File: src/rtl/mscan_pkg.sv
package mscan_pkg;

  typedef enum logic [1:0] {
    MD_CONC  = 2'b00,
    MD_BURST = 2'b01,
    MD_PEEK  = 2'b10,
    MD_TRIG  = 2'b11
  } scan_mode_e;

  typedef enum logic [1:0] {
    ST_IDLE = 2'b00,
    ST_READ = 2'b01,
    ST_HAND = 2'b10
  } scan_state_e;

  // control write/read bit positions
  localparam int CB_INTM  = 2;
  localparam int CB_GO    = 3;
  localparam int CB_EN    = 4;
  localparam int CTL_WR_W = 5;
  localparam int CTL_RD_W = 7;

endpackage

File: src/rtl/mscan_regs.sv
module mscan_regs
  import mscan_pkg::*;
#(
  parameter int ADDR_W   = 8,
  parameter int ADDR_MIN = 16,
  parameter int ADDR_MAX = 239
) (
  input  logic                clk,
  input  logic                rst_n,
  input  logic                ctl_we_i,
  input  logic [CTL_WR_W-1:0] ctl_wdata_i,
  input  logic                lo_we_i,
  input  logic [ADDR_W-1:0]   lo_wdata_i,
  input  logic                hi_we_i,
  input  logic [ADDR_W-1:0]   hi_wdata_i,
  input  logic                crc_en_i,
  input  logic                crc_go_i,
  input  logic                idle_i,
  input  logic                adv_i,
  input  logic [ADDR_W-1:0]   adv_addr_i,
  output logic                en_o,
  output logic                go_o,
  output logic                intm_o,
  output scan_mode_e          mode_o,
  output logic [ADDR_W-1:0]   lo_o,
  output logic [ADDR_W-1:0]   hi_o,
  output logic                lo_valid_o,
  output logic                past_end_o
);

  localparam logic [ADDR_W-1:0] LO_BOUND = ADDR_W'(ADDR_MIN);
  localparam logic [ADDR_W-1:0] HI_BOUND = ADDR_W'(ADDR_MAX);

  logic              en_q, en_d, go_q, go_d, intm_q, intm_d;
  scan_mode_e        mode_q, mode_d;
  logic [ADDR_W-1:0] lo_q, lo_d, hi_q, hi_d;
  logic              crc_ok, hw_clr;

  assign crc_ok     = crc_en_i & crc_go_i;
  assign lo_valid_o = (lo_q >= LO_BOUND) && (lo_q <= HI_BOUND);
  assign past_end_o = lo_q > hi_q;
  // hardware clears go only while enabled, so a disabled scanner keeps state
  assign hw_clr     = en_q & go_q &
                      (~crc_ok | (idle_i & (past_end_o | ~lo_valid_o)));

  always_comb begin
    en_d   = en_q;
    intm_d = intm_q;
    mode_d = mode_q;
    go_d   = go_q;
    if (ctl_we_i) begin
      en_d   = ctl_wdata_i[CB_EN];
      intm_d = ctl_wdata_i[CB_INTM];
      mode_d = scan_mode_e'(ctl_wdata_i[1:0]);
      go_d   = ctl_wdata_i[CB_GO] & crc_ok & lo_valid_o;
    end else if (hw_clr) begin
      go_d   = 1'b0;
    end
    lo_d = lo_q;
    if (lo_we_i)    lo_d = lo_wdata_i;
    else if (adv_i) lo_d = adv_addr_i + 1'b1;
    hi_d = hi_we_i ? hi_wdata_i : hi_q;
  end

  always_ff @(posedge clk or negedge rst_n) begin
    if (!rst_n) begin
      en_q   <= 1'b0;
      go_q   <= 1'b0;
      intm_q <= 1'b0;
      mode_q <= MD_CONC;
      lo_q   <= '0;
      hi_q   <= '0;
    end else begin
      en_q   <= en_d;
      go_q   <= go_d;
      intm_q <= intm_d;
      mode_q <= mode_d;
      lo_q   <= lo_d;
      hi_q   <= hi_d;
    end
  end

  assign en_o   = en_q;
  assign go_o   = go_q;
  assign intm_o = intm_q;
  assign mode_o = mode_q;
  assign lo_o   = lo_q;
  assign hi_o   = hi_q;

  assert_refuse_go_R4: assert property (@(posedge clk) disable iff (!rst_n)
    (ctl_we_i && ctl_wdata_i[CB_GO] && !crc_en_i) |=> !go_q);

  assert_disabled_hold_R7: assert property (@(posedge clk) disable iff (!rst_n)
    (!en_q && !ctl_we_i && !lo_we_i && !hi_we_i && idle_i)
      |=> ($stable(lo_q) && $stable(go_q) && $stable(hi_q)));

endmodule

File: src/rtl/mscan_gate.sv
module mscan_gate
  import mscan_pkg::*;
(
  input  logic       clk,
  input  logic       rst_n,
  input  scan_mode_e mode_i,
  input  logic       intm_i,
  input  logic       en_i,
  input  logic       go_i,
  input  logic       irq_active_i,
  input  logic       cpu_active_i,
  input  logic       trig_i,
  input  logic       in_read_i,
  input  logic       busy_i,
  input  logic       start_i,
  output logic       may_start_o,
  output logic       mem_req_o,
  output logic       cpu_stall_o,
  output logic       irq_stall_o
);

  logic trig_q, pend_q, pend_d;
  logic run, is_peek, is_trig, pause, mode_ok;

  assign run     = en_i & go_i;
  assign is_peek = (mode_i == MD_PEEK);
  assign is_trig = (mode_i == MD_TRIG);
  assign pause   = intm_i & ~is_peek & irq_active_i;

  always_comb begin
    // one pending access per trigger edge; consumed when the access starts
    pend_d  = is_trig & run & ((trig_i & ~trig_q) | (pend_q & ~start_i));
    mode_ok = is_trig ? pend_q : 1'b1;
    may_start_o = mode_ok & ~pause;
    mem_req_o   = in_read_i & ~(is_peek & cpu_active_i);
    unique case (mode_i)
      MD_BURST: cpu_stall_o = run | busy_i;
      MD_PEEK:  cpu_stall_o = 1'b0;
      default:  cpu_stall_o = in_read_i;
    endcase
    if (intm_i || is_peek)       irq_stall_o = 1'b0;
    else if (mode_i == MD_BURST) irq_stall_o = go_i;
    else                         irq_stall_o = in_read_i;
  end

  always_ff @(posedge clk or negedge rst_n) begin
    if (!rst_n) begin
      trig_q <= 1'b0;
      pend_q <= 1'b0;
    end else begin
      trig_q <= trig_i;
      pend_q <= pend_d;
    end
  end

  assert_irq_pause_R8: assert property (@(posedge clk) disable iff (!rst_n)
    (intm_i && !is_peek && irq_active_i && !busy_i) |=> !busy_i);

  assert_trig_start_R12: assert property (@(posedge clk) disable iff (!rst_n)
    (is_trig && !busy_i && !pend_q) |=> !busy_i);

endmodule

File: src/rtl/mscan_fsm.sv
module mscan_fsm
  import mscan_pkg::*;
#(
  parameter int ADDR_W = 8,
  parameter int DATA_W = 16
) (
  input  logic              clk,
  input  logic              rst_n,
  input  logic              start_i,
  input  logic [ADDR_W-1:0] lo_i,
  input  logic              mem_fire_i,
  input  logic [DATA_W-1:0] mem_rdata_i,
  input  logic              crc_ready_i,
  output logic              idle_o,
  output logic              in_read_o,
  output logic              busy_o,
  output logic [ADDR_W-1:0] addr_o,
  output logic              crc_valid_o,
  output logic [DATA_W-1:0] crc_data_o,
  output logic              adv_o
);

  scan_state_e       state_q, state_d;
  logic [ADDR_W-1:0] addr_q;
  logic [DATA_W-1:0] data_q;
  logic              cap_addr, cap_data;

  always_comb begin
    state_d  = state_q;
    cap_addr = 1'b0;
    cap_data = 1'b0;
    adv_o    = 1'b0;
    unique case (state_q)
      ST_IDLE: if (start_i) begin
        state_d  = ST_READ;
        cap_addr = 1'b1;
      end
      ST_READ: if (mem_fire_i) begin
        state_d  = ST_HAND;
        cap_data = 1'b1;
      end
      ST_HAND: if (crc_ready_i) begin
        state_d = ST_IDLE;
        adv_o   = 1'b1;
      end
      default: state_d = ST_IDLE;
    endcase
  end

  always_ff @(posedge clk or negedge rst_n) begin
    if (!rst_n) begin
      state_q <= ST_IDLE;
      addr_q  <= '0;
      data_q  <= '0;
    end else begin
      state_q <= state_d;
      if (cap_addr) addr_q <= lo_i;
      if (cap_data) data_q <= mem_rdata_i;
    end
  end

  assign idle_o      = (state_q == ST_IDLE);
  assign in_read_o   = (state_q == ST_READ);
  assign busy_o      = ~idle_o;
  assign crc_valid_o = (state_q == ST_HAND);
  assign crc_data_o  = data_q;
  assign addr_o      = addr_q;

  assert_word_hold_R2: assert property (@(posedge clk) disable iff (!rst_n)
    (crc_valid_o && !crc_ready_i) |=> (crc_valid_o && $stable(crc_data_o)));

  assert_grant_to_word_R6: assert property (@(posedge clk) disable iff (!rst_n)
    (in_read_o && mem_fire_i) |=> (crc_valid_o && busy_o));

endmodule

File: src/rtl/mem_scanner.sv
module mem_scanner
  import mscan_pkg::*;
#(
  parameter int ADDR_W   = 8,
  parameter int DATA_W   = 16,
  parameter int ADDR_MIN = 16,
  parameter int ADDR_MAX = 239
) (
  input  logic                clk,
  input  logic                rst_n,
  input  logic                ctl_we_i,
  input  logic [CTL_WR_W-1:0] ctl_wdata_i,
  input  logic                lo_we_i,
  input  logic [ADDR_W-1:0]   lo_wdata_i,
  input  logic                hi_we_i,
  input  logic [ADDR_W-1:0]   hi_wdata_i,
  output logic [CTL_RD_W-1:0] ctl_rdata_o,
  output logic [ADDR_W-1:0]   lo_o,
  output logic [ADDR_W-1:0]   hi_o,
  input  logic                crc_en_i,
  input  logic                crc_go_i,
  output logic                mem_req_o,
  output logic [ADDR_W-1:0]   mem_addr_o,
  input  logic                mem_gnt_i,
  input  logic [DATA_W-1:0]   mem_rdata_i,
  output logic                crc_valid_o,
  output logic [DATA_W-1:0]   crc_data_o,
  input  logic                crc_ready_i,
  input  logic                cpu_active_i,
  input  logic                irq_active_i,
  input  logic                trig_i,
  output logic                cpu_stall_o,
  output logic                irq_stall_o
);

  // asynchronous assert, synchronous release
  logic [1:0] rst_pipe;
  logic       rst_ni;
  always_ff @(posedge clk or negedge rst_n) begin
    if (!rst_n) rst_pipe <= 2'b00;
    else        rst_pipe <= {rst_pipe[0], 1'b1};
  end
  assign rst_ni = rst_pipe[1];

  logic       en, go, intm, lo_valid, past_end;
  scan_mode_e mode;
  logic       idle, in_read, busy, adv, may_start, start, mem_fire;

  assign start    = idle & en & go & crc_en_i & crc_go_i & lo_valid & ~past_end & may_start;
  assign mem_fire = mem_req_o & mem_gnt_i;

  mscan_regs #(.ADDR_W(ADDR_W), .ADDR_MIN(ADDR_MIN), .ADDR_MAX(ADDR_MAX)) u_regs (
    .clk        (clk),
    .rst_n      (rst_ni),
    .ctl_we_i   (ctl_we_i),
    .ctl_wdata_i(ctl_wdata_i),
    .lo_we_i    (lo_we_i),
    .lo_wdata_i (lo_wdata_i),
    .hi_we_i    (hi_we_i),
    .hi_wdata_i (hi_wdata_i),
    .crc_en_i   (crc_en_i),
    .crc_go_i   (crc_go_i),
    .idle_i     (idle),
    .adv_i      (adv),
    .adv_addr_i (mem_addr_o),
    .en_o       (en),
    .go_o       (go),
    .intm_o     (intm),
    .mode_o     (mode),
    .lo_o       (lo_o),
    .hi_o       (hi_o),
    .lo_valid_o (lo_valid),
    .past_end_o (past_end)
  );

  mscan_gate u_gate (
    .clk         (clk),
    .rst_n       (rst_ni),
    .mode_i      (mode),
    .intm_i      (intm),
    .en_i        (en),
    .go_i        (go),
    .irq_active_i(irq_active_i),
    .cpu_active_i(cpu_active_i),
    .trig_i      (trig_i),
    .in_read_i   (in_read),
    .busy_i      (busy),
    .start_i     (start),
    .may_start_o (may_start),
    .mem_req_o   (mem_req_o),
    .cpu_stall_o (cpu_stall_o),
    .irq_stall_o (irq_stall_o)
  );

  mscan_fsm #(.ADDR_W(ADDR_W), .DATA_W(DATA_W)) u_fsm (
    .clk        (clk),
    .rst_n      (rst_ni),
    .start_i    (start),
    .lo_i       (lo_o),
    .mem_fire_i (mem_fire),
    .mem_rdata_i(mem_rdata_i),
    .crc_ready_i(crc_ready_i),
    .idle_o     (idle),
    .in_read_o  (in_read),
    .busy_o     (busy),
    .addr_o     (mem_addr_o),
    .crc_valid_o(crc_valid_o),
    .crc_data_o (crc_data_o),
    .adv_o      (adv)
  );

  assign ctl_rdata_o = {~lo_valid | ~crc_en_i, busy, en, go, intm, mode};

  assert_addr_step_R2: assert property (@(posedge clk) disable iff (!rst_ni)
    (crc_valid_o && crc_ready_i && !lo_we_i) |=> (lo_o == $past(mem_addr_o) + 1'b1));

  assert_quiet_when_done_R3: assert property (@(posedge clk) disable iff (!rst_ni)
    (!go && !busy) |-> !mem_req_o);

  assert_crc_drop_R5: assert property (@(posedge clk) disable iff (!rst_ni)
    (en && go && !crc_go_i) |=> !go);

  assert_peek_yield_R11: assert property (@(posedge clk) disable iff (!rst_ni)
    (mode == MD_PEEK) |-> !(mem_req_o && cpu_active_i));

endmodule

File: config.mk
export PLATFORM = sky130hd
export DESIGN_NAME = mem_scanner
export DESIGN_NICKNAME = d
export VERILOG_FILES = /design/src/rtl/mscan_pkg.sv /design/src/rtl/mscan_regs.sv /design/src/rtl/mscan_gate.sv /design/src/rtl/mscan_fsm.sv /design/src/rtl/mem_scanner.sv
export SDC_FILE = /design/constraint.sdc
export NUM_CORES = 1
export LEC_CHECK = 0
export BUFFER_PORTS_ARGS = -buffer_cell sky130_fd_sc_hd__buf_2
export CORE_MARGIN = 2
export CORE_UTILIZATION = 48
export CTS_CLUSTER_DIAMETER = 100
export CTS_CLUSTER_SIZE = 16
export DETAILED_ROUTE_END_ITERATION = 7
export PLACE_DENSITY = 0.86
export REMOVE_ABC_BUFFERS = 1
export SLEW_MARGIN = 20
export SYNTH_ARGS = -nofsm -noshare
export SYNTH_HDL_FRONTEND = slang
export SYNTH_SLANG_ARGS = --single-unit
File: constraint.sdc
create_clock -name clk -period 2.1 [get_ports clk]
set_input_delay 0.105 -clock clk [delete_from_list [all_inputs] [get_ports clk]]
set_output_delay 0.105 -clock clk [all_outputs]
set_load 0.01 [all_outputs]
==> run summary, run 1 <==
power per cell area = 916 mW/mm^2
CTS buffer count = 5
routed length per instance = 14.0 um
clk root buf = clkbuf_8
hold_buf cts = 4
Final Hold Fails = 0
asr flop ratio synth = 1.00
CTS tree = yes
GRT Util Overall = 0.203
post-route antenna net violation count = 0
Starting Density = 0.495
Clock Skew = 7.99 ps
Synthesis Warnings = 0
number of synthesized flops with an enable pin = 0
unrepaired setup endpoints after global routing = no
worst path required time = 2290 ps
hold crit path type = primary input to flip-flop
Setup crit end kind = flip-flop
Yosys reg bits = 51
setup TNS = 0 ps
initial DRC count = 61
DRT Pass-1 Iters = 4
H-Tree Depth = 2
IO buf count = 99
post-synth top area share = 0.504
most common cell after layout, fill and taps aside = buf_2
crit share post-route = 0.952
Yosys cell types = 40
vias = 1983
via density per instance = 5.02
min cycle time layout = 2000 ps
Syn Area/Cell = 11.5 um^2
GPL Wtd Cong = 0.840
Post-synth top flop = dfrtp_1
Synth Cell Area = 0.00253 mm^2
residual DRC count = 0
CP Class = flip-flop to flip-flop
commonest non-fill, non-tap cells in the layout = 99 x buf_2, 50 x dfrtp_1, 23 x nand2_1, 16 x mux2_4, 14 x a21oi_1
clk sinks = 51
Core Region = 0.00511 mm^2
Chip Height = 76.6 um
CP Data Arrival Time = 2190 ps
final setup fails = 0
Max Used Layer = met4
Fmax = 0.500 GHz
Post-DP HPWL = 4270 um
max-cap violation count = 0
initial antenna violation count = 0
CTS resizes = 0
Die ar. = 0.00587 mm^2
register area share after synthesis = 0.504
total I/O pin count = 100
Post-CTS Repair Setup Buffers = 0
area grow syn2layout = 27.8%
outcome = completed
fillcell total = 420
crit path max fanout = 10
WL met2 = 2740 um
Pins Over Slew Limit = 0
largest cells by area after synthesis = dfrtp_1 50%, mux2_4 9.5%, ha_1 5.9%
Power, Total = 2960 uW
post-layout net count = 385
first-pass GRT wire length = 9520 um
diode count = 0
GRT overflow = 0
type of origin of the critical path = flip-flop
largest net degree at the start of global routing = 22
share of layout cells above drive strength 1 = 0.434
metal3 WL = 381 um
Pleak = 0.00173 uW
synthesized instance count = 220
vias in the first global route = 2058
die width = 76.6 um
WL final = 5540 um
VDD IR-drop max = 465 uV
Metal-1 WL = 2350 um
CTS max path bufs = 2
cell row count = 26
area leader, netlist = dfrtp_1
Clock Latency Late Sink = 310 ps
clk slew on worst S/H paths = 100 ps
==> layout make-up <==
cell class | count | area [um^2] | area share
flip-flops and latches | 51 | 1280 | 0.395
multi-input cells | 146 | 1140 | 0.353
repair buffers | 106 | 561 | 0.173
well taps | 70 | 87.6 | 0.0271
clock buffers | 5 | 68.8 | 0.0213
inverters | 14 | 52.6 | 0.0162
clock inverters | 3 | 46.3 | 0.0143
==> synthesized netlist by cell type (all sizes together) (2+ instances only) <==
cell    number
buf          7
a21oi       16
and3         2
dfrtp       51
xnor2        2
nand3        7
nand4        2
clkbuf       2
o21ai       22
nand2b       3
nor2        12
mux2        27
inv         14
nor3         2
ha          12
nand2       24
xor2         4
==> sequential cells by signal (all words and copies together), names as in the netlist <==
| register | flops |
|---|---|
| u_regs.go_o | 1 |
| u_regs.lo_o | 8 |
| u_fsm.state_q | 2 |
| u_regs.en_o | 1 |
| u_regs.hi_o | 8 |
| u_fsm.addr_o | 8 |
| rst_pipe | 2 |
| u_gate.trig_q | 1 |
| u_regs.mode_o | 2 |
| u_fsm.crc_data_o | 16 |
| u_regs.intm_o | 1 |
| u_gate.pend_q | 1 |
==> metrics by stage <==
step                std cells  utilization  instance area (um^2)  hold slack, ps  setup WS, ps
floorplan                 211            -                  2470            -191           264
global placement          382        0.601                  3070            -108           229
detailed placement        382        0.601                  3070            -107           139
CTS                       394        0.631                  3220           0.170           109
global route              395        0.633                  3230            2.76          31.8
finish                    395        0.633                  3230            2.27           101
==> kinds of logic after synthesis <==
group | Yosys count | synth area share
and+or+nand+nor | 56 | 0.123
DFF | 51 | 0.504
AOI/OAI and AO/OA | 43 | 0.0989
muxes | 28 | 0.148
buffers and inverters | 23 | 0.0445
adders and majority gates | 12 | 0.0593
xor gates and xnor gates | 6 | 0.0208
other | 1 | 0.00148
==> final timing paths <==
check / start / to / slack [ps] / cells past startpoint
max reg2reg: u_regs.lo_o[1] / u_fsm.addr_o[5] / 100 / 7
min in group asynchronous: rst_n / rst_pipe[1] / 100 / 2
max: u_regs.lo_o[1] / u_fsm.addr_o[5] / 100 / 7
min reg2reg: rst_pipe[1] / u_regs.lo_o[0] / 220 / 0
min: hi_wdata_i[6] / u_regs.hi_o[6] / 2 / 3
max in group asynchronous: rst_pipe[1] / u_fsm.crc_data_o[11] / 1300 / 1
==> worst max-delay path, cell delays in order, from the launching register on <==
cell      delay [ps]
dfrtp_1          430
ha_1             330
nor2b_4          130
o211ai_2         130
a21oi_1           90
o22ai_2          180
nand3_4          230
mux2_4           360
==> report_power, final <==
group          internal [uW]  total, uW  switching (uW)
clock                    359        693             334
combinational            480        921             440
sequential              1190       1350             154
==> per-layer routing <==
layer  global-route usage  vias to the layer above
met5                    0                        -
met2                0.360                       78
met4               0.0509                        0
met3               0.0462                        7
li1                     -                      957
met1                0.250                      941
No activity file was read; power rests on OpenSTA's default activity.
==> run 2, diff against run 1 <==
RECOVER_POWER = 100   (was default)
clock period = 2.15 ns   (was 2.1 ns; I/O delays follow)
==> run 2 against run 1 <==
  * Final area shrank 3.4%
  * Largest power group unchanged
  * First-iteration DRC count decreased by 41%
  * Core utilization down 2.2 points
  * Worst hold slack improved by 5.7 ps
  * Register-to-register slack improved by 80 ps
  * Global-route usage fell by 0.19 points
  * Via count grew 2.5%
  * Critical path depth did not move
  * Combinational power is 18% lower
==> run summary, run 2 (synthesized netlist as in run 1, its figures left out) <==
max reg flops = 16
hold crit path type = primary input to flip-flop
first-pass GRT wire length = 9420 um
min cycle time layout = 1970 ps
hold path cells = 3
hold path startpoint = lo_wdata_i[3]
total I/O pin count = 100
H-Tree Depth = 2
Core Region = 0.00511 mm^2
Core Util, Final = 0.611
Crit path max-delay family = flip-flops
most common cell after layout, fill and taps aside = dfrtp_1
largest net degree at the start of global routing = 25
final setup fails = 0
Worst R2R End = u_fsm.addr_o[1]
post-layout net count = 388
GRT Util Overall = 0.201
vias in the first global route = 2015
Setup crit end kind = flip-flop
CTS tree = yes
RR Startpoint = u_regs.lo_o[1]
Post-DP HPWL = 4330 um
crit path max fanout = 10
Post-CTS Repair Setup Buffers = 0
post-route antenna net violation count = 0
Chip Height = 76.6 um
Fmax = 0.508 GHz
DRT Pass-1 Iters = 4
clk slew on worst S/H paths = 90 ps
initial antenna violation count = 0
Starting Density = 0.495
GPL Wtd Cong = 0.808
die width = 76.6 um
CTS max path bufs = 2
unrepaired setup endpoints after global routing = no
Clock Latency Late Sink = 300 ps
setup TNS = 0 ps
WHS Endpoint = u_regs.lo_o[3]
routed length per instance = 13.9 um
CTS resizes = 0
clk root buf = clkbuf_8
CP max-delay cell = dfrtp_1
Final Hold Fails = 0
CP bufs+invs = 0
WL final = 5540 um
Pins Over Slew Limit = 0
area grow syn2layout = 23.4%
IO buf count = 99
reg2reg path depth = 7
CP Class = flip-flop to flip-flop
crit share post-route = 0.915
CP peak stage delay = 420 ps
vias = 2032
outcome = completed
Pleak = 0.00151 uW
VDD IR-drop max = 462 uV
clk sinks = 51
worst path required time = 2340 ps
fillcell total = 483
share of layout cells above drive strength 1 = 0.216
Clock Skew = 5.55 ps
hold_buf cts = 6
CP Data Arrival Time = 2160 ps
max-cap violation count = 0
diode count = 0
Die ar. = 0.00587 mm^2
worst relative slew slack = 0.392
cell row count = 26
type of origin of the critical path = flip-flop
Worst Tran Pin Value = 913 ps
GRT overflow = 0
commonest non-fill, non-tap cells in the layout = 51 x dfrtp_1, 50 x buf_2, 50 x clkbuf_1, 25 x mux2_1, 23 x nand2_1
residual DRC count = 0
Worst R2R Setup Slack = 180 ps
power per cell area = 882 mW/mm^2
CTS buffer count = 5
via density per instance = 5.11
initial DRC count = 36
CP Cell Sequence = ha_1 > nor2b_4 > o211ai_2 > a21oi_1 > o22ai_2 > nand3_4 > mux2_1
==> run 2: changes by cell type in the layout (fill, tap and decap cells not counted), moves of 2 or more <==
cell,change
buf_2,-49
buf_4,-2
clkbuf_1,+50
dlygate4sd3_1,+3
mux2_1,+16
mux2_4,-16
o21ai_0,+8
o21ai_1,-8
==> run 2: per-layer routing <==
metal | global-route usage | wire length, um | vias up
met2 | 0.350 | 2820 | 86
met4 | 0.0582 | 85 | 0
li1 | - | - | 968
met5 | 0 | 0 | -
met3 | 0.0509 | 421 | 6
met1 | 0.246 | 2220 | 972
==> run 2: power by group <==
part / switching (uW) / internal (uW) / leakage (uW)
registers: 159 / 1170 / 0.000639
logic: 420 / 335 / 0.000818
clock network: 322 / 351 / 0.0000548
==> run 2: final cells by class <==
class                   instances  area (um^2)  area share
well taps                      70         87.6      0.0280
flip-flops and latches         51         1280       0.409
clock inverters                 3         46.3      0.0148
inverters                      14         52.6      0.0168
repair buffers                109          523       0.167
clock buffers                   5         68.8      0.0220
multi-input cells             146         1070       0.342
==> run 2: worst max-delay path by stage <==
stage                     depth (start not counted)            from               to
after floorplan                                   7  u_regs.lo_o[1]  u_fsm.addr_o[4]
after global placement                            7  u_regs.lo_o[1]  u_fsm.addr_o[0]
after detailed placement                          7  u_regs.lo_o[1]  u_fsm.addr_o[2]
after CTS                                         6  u_regs.lo_o[5]  u_fsm.addr_o[2]
after global routing                              7  u_regs.lo_o[1]  u_fsm.addr_o[7]
final                                             7  u_regs.lo_o[1]  u_fsm.addr_o[1]
==> run 2: stage by stage <==
| step | power (uW) | setup WS (ps) | cell area [um^2] | hold slack, ps | instances |
|---|---|---|---|---|---|
| 2_1_floorplan | 1860 | 314 | 2470 | -188 | 211 |
| 3_3_place_gp | 2210 | 284 | 3070 | -105 | 382 |
| 3_5_place_dp | 2250 | 186 | 3070 | -100 | 382 |
| 4_1_cts | 2940 | 162 | 3240 | 1.30 | 396 |
| 5_1_grt | 2940 | 71.5 | 3120 | -7.75 | 398 |
| 6_report | 2750 | 182 | 3120 | 7.95 | 398 |
==> run 2: worst min-delay path, stage by stage <==
cell and delay (ps):
buf_2 70, nand2_1 40, o21ai_0 60
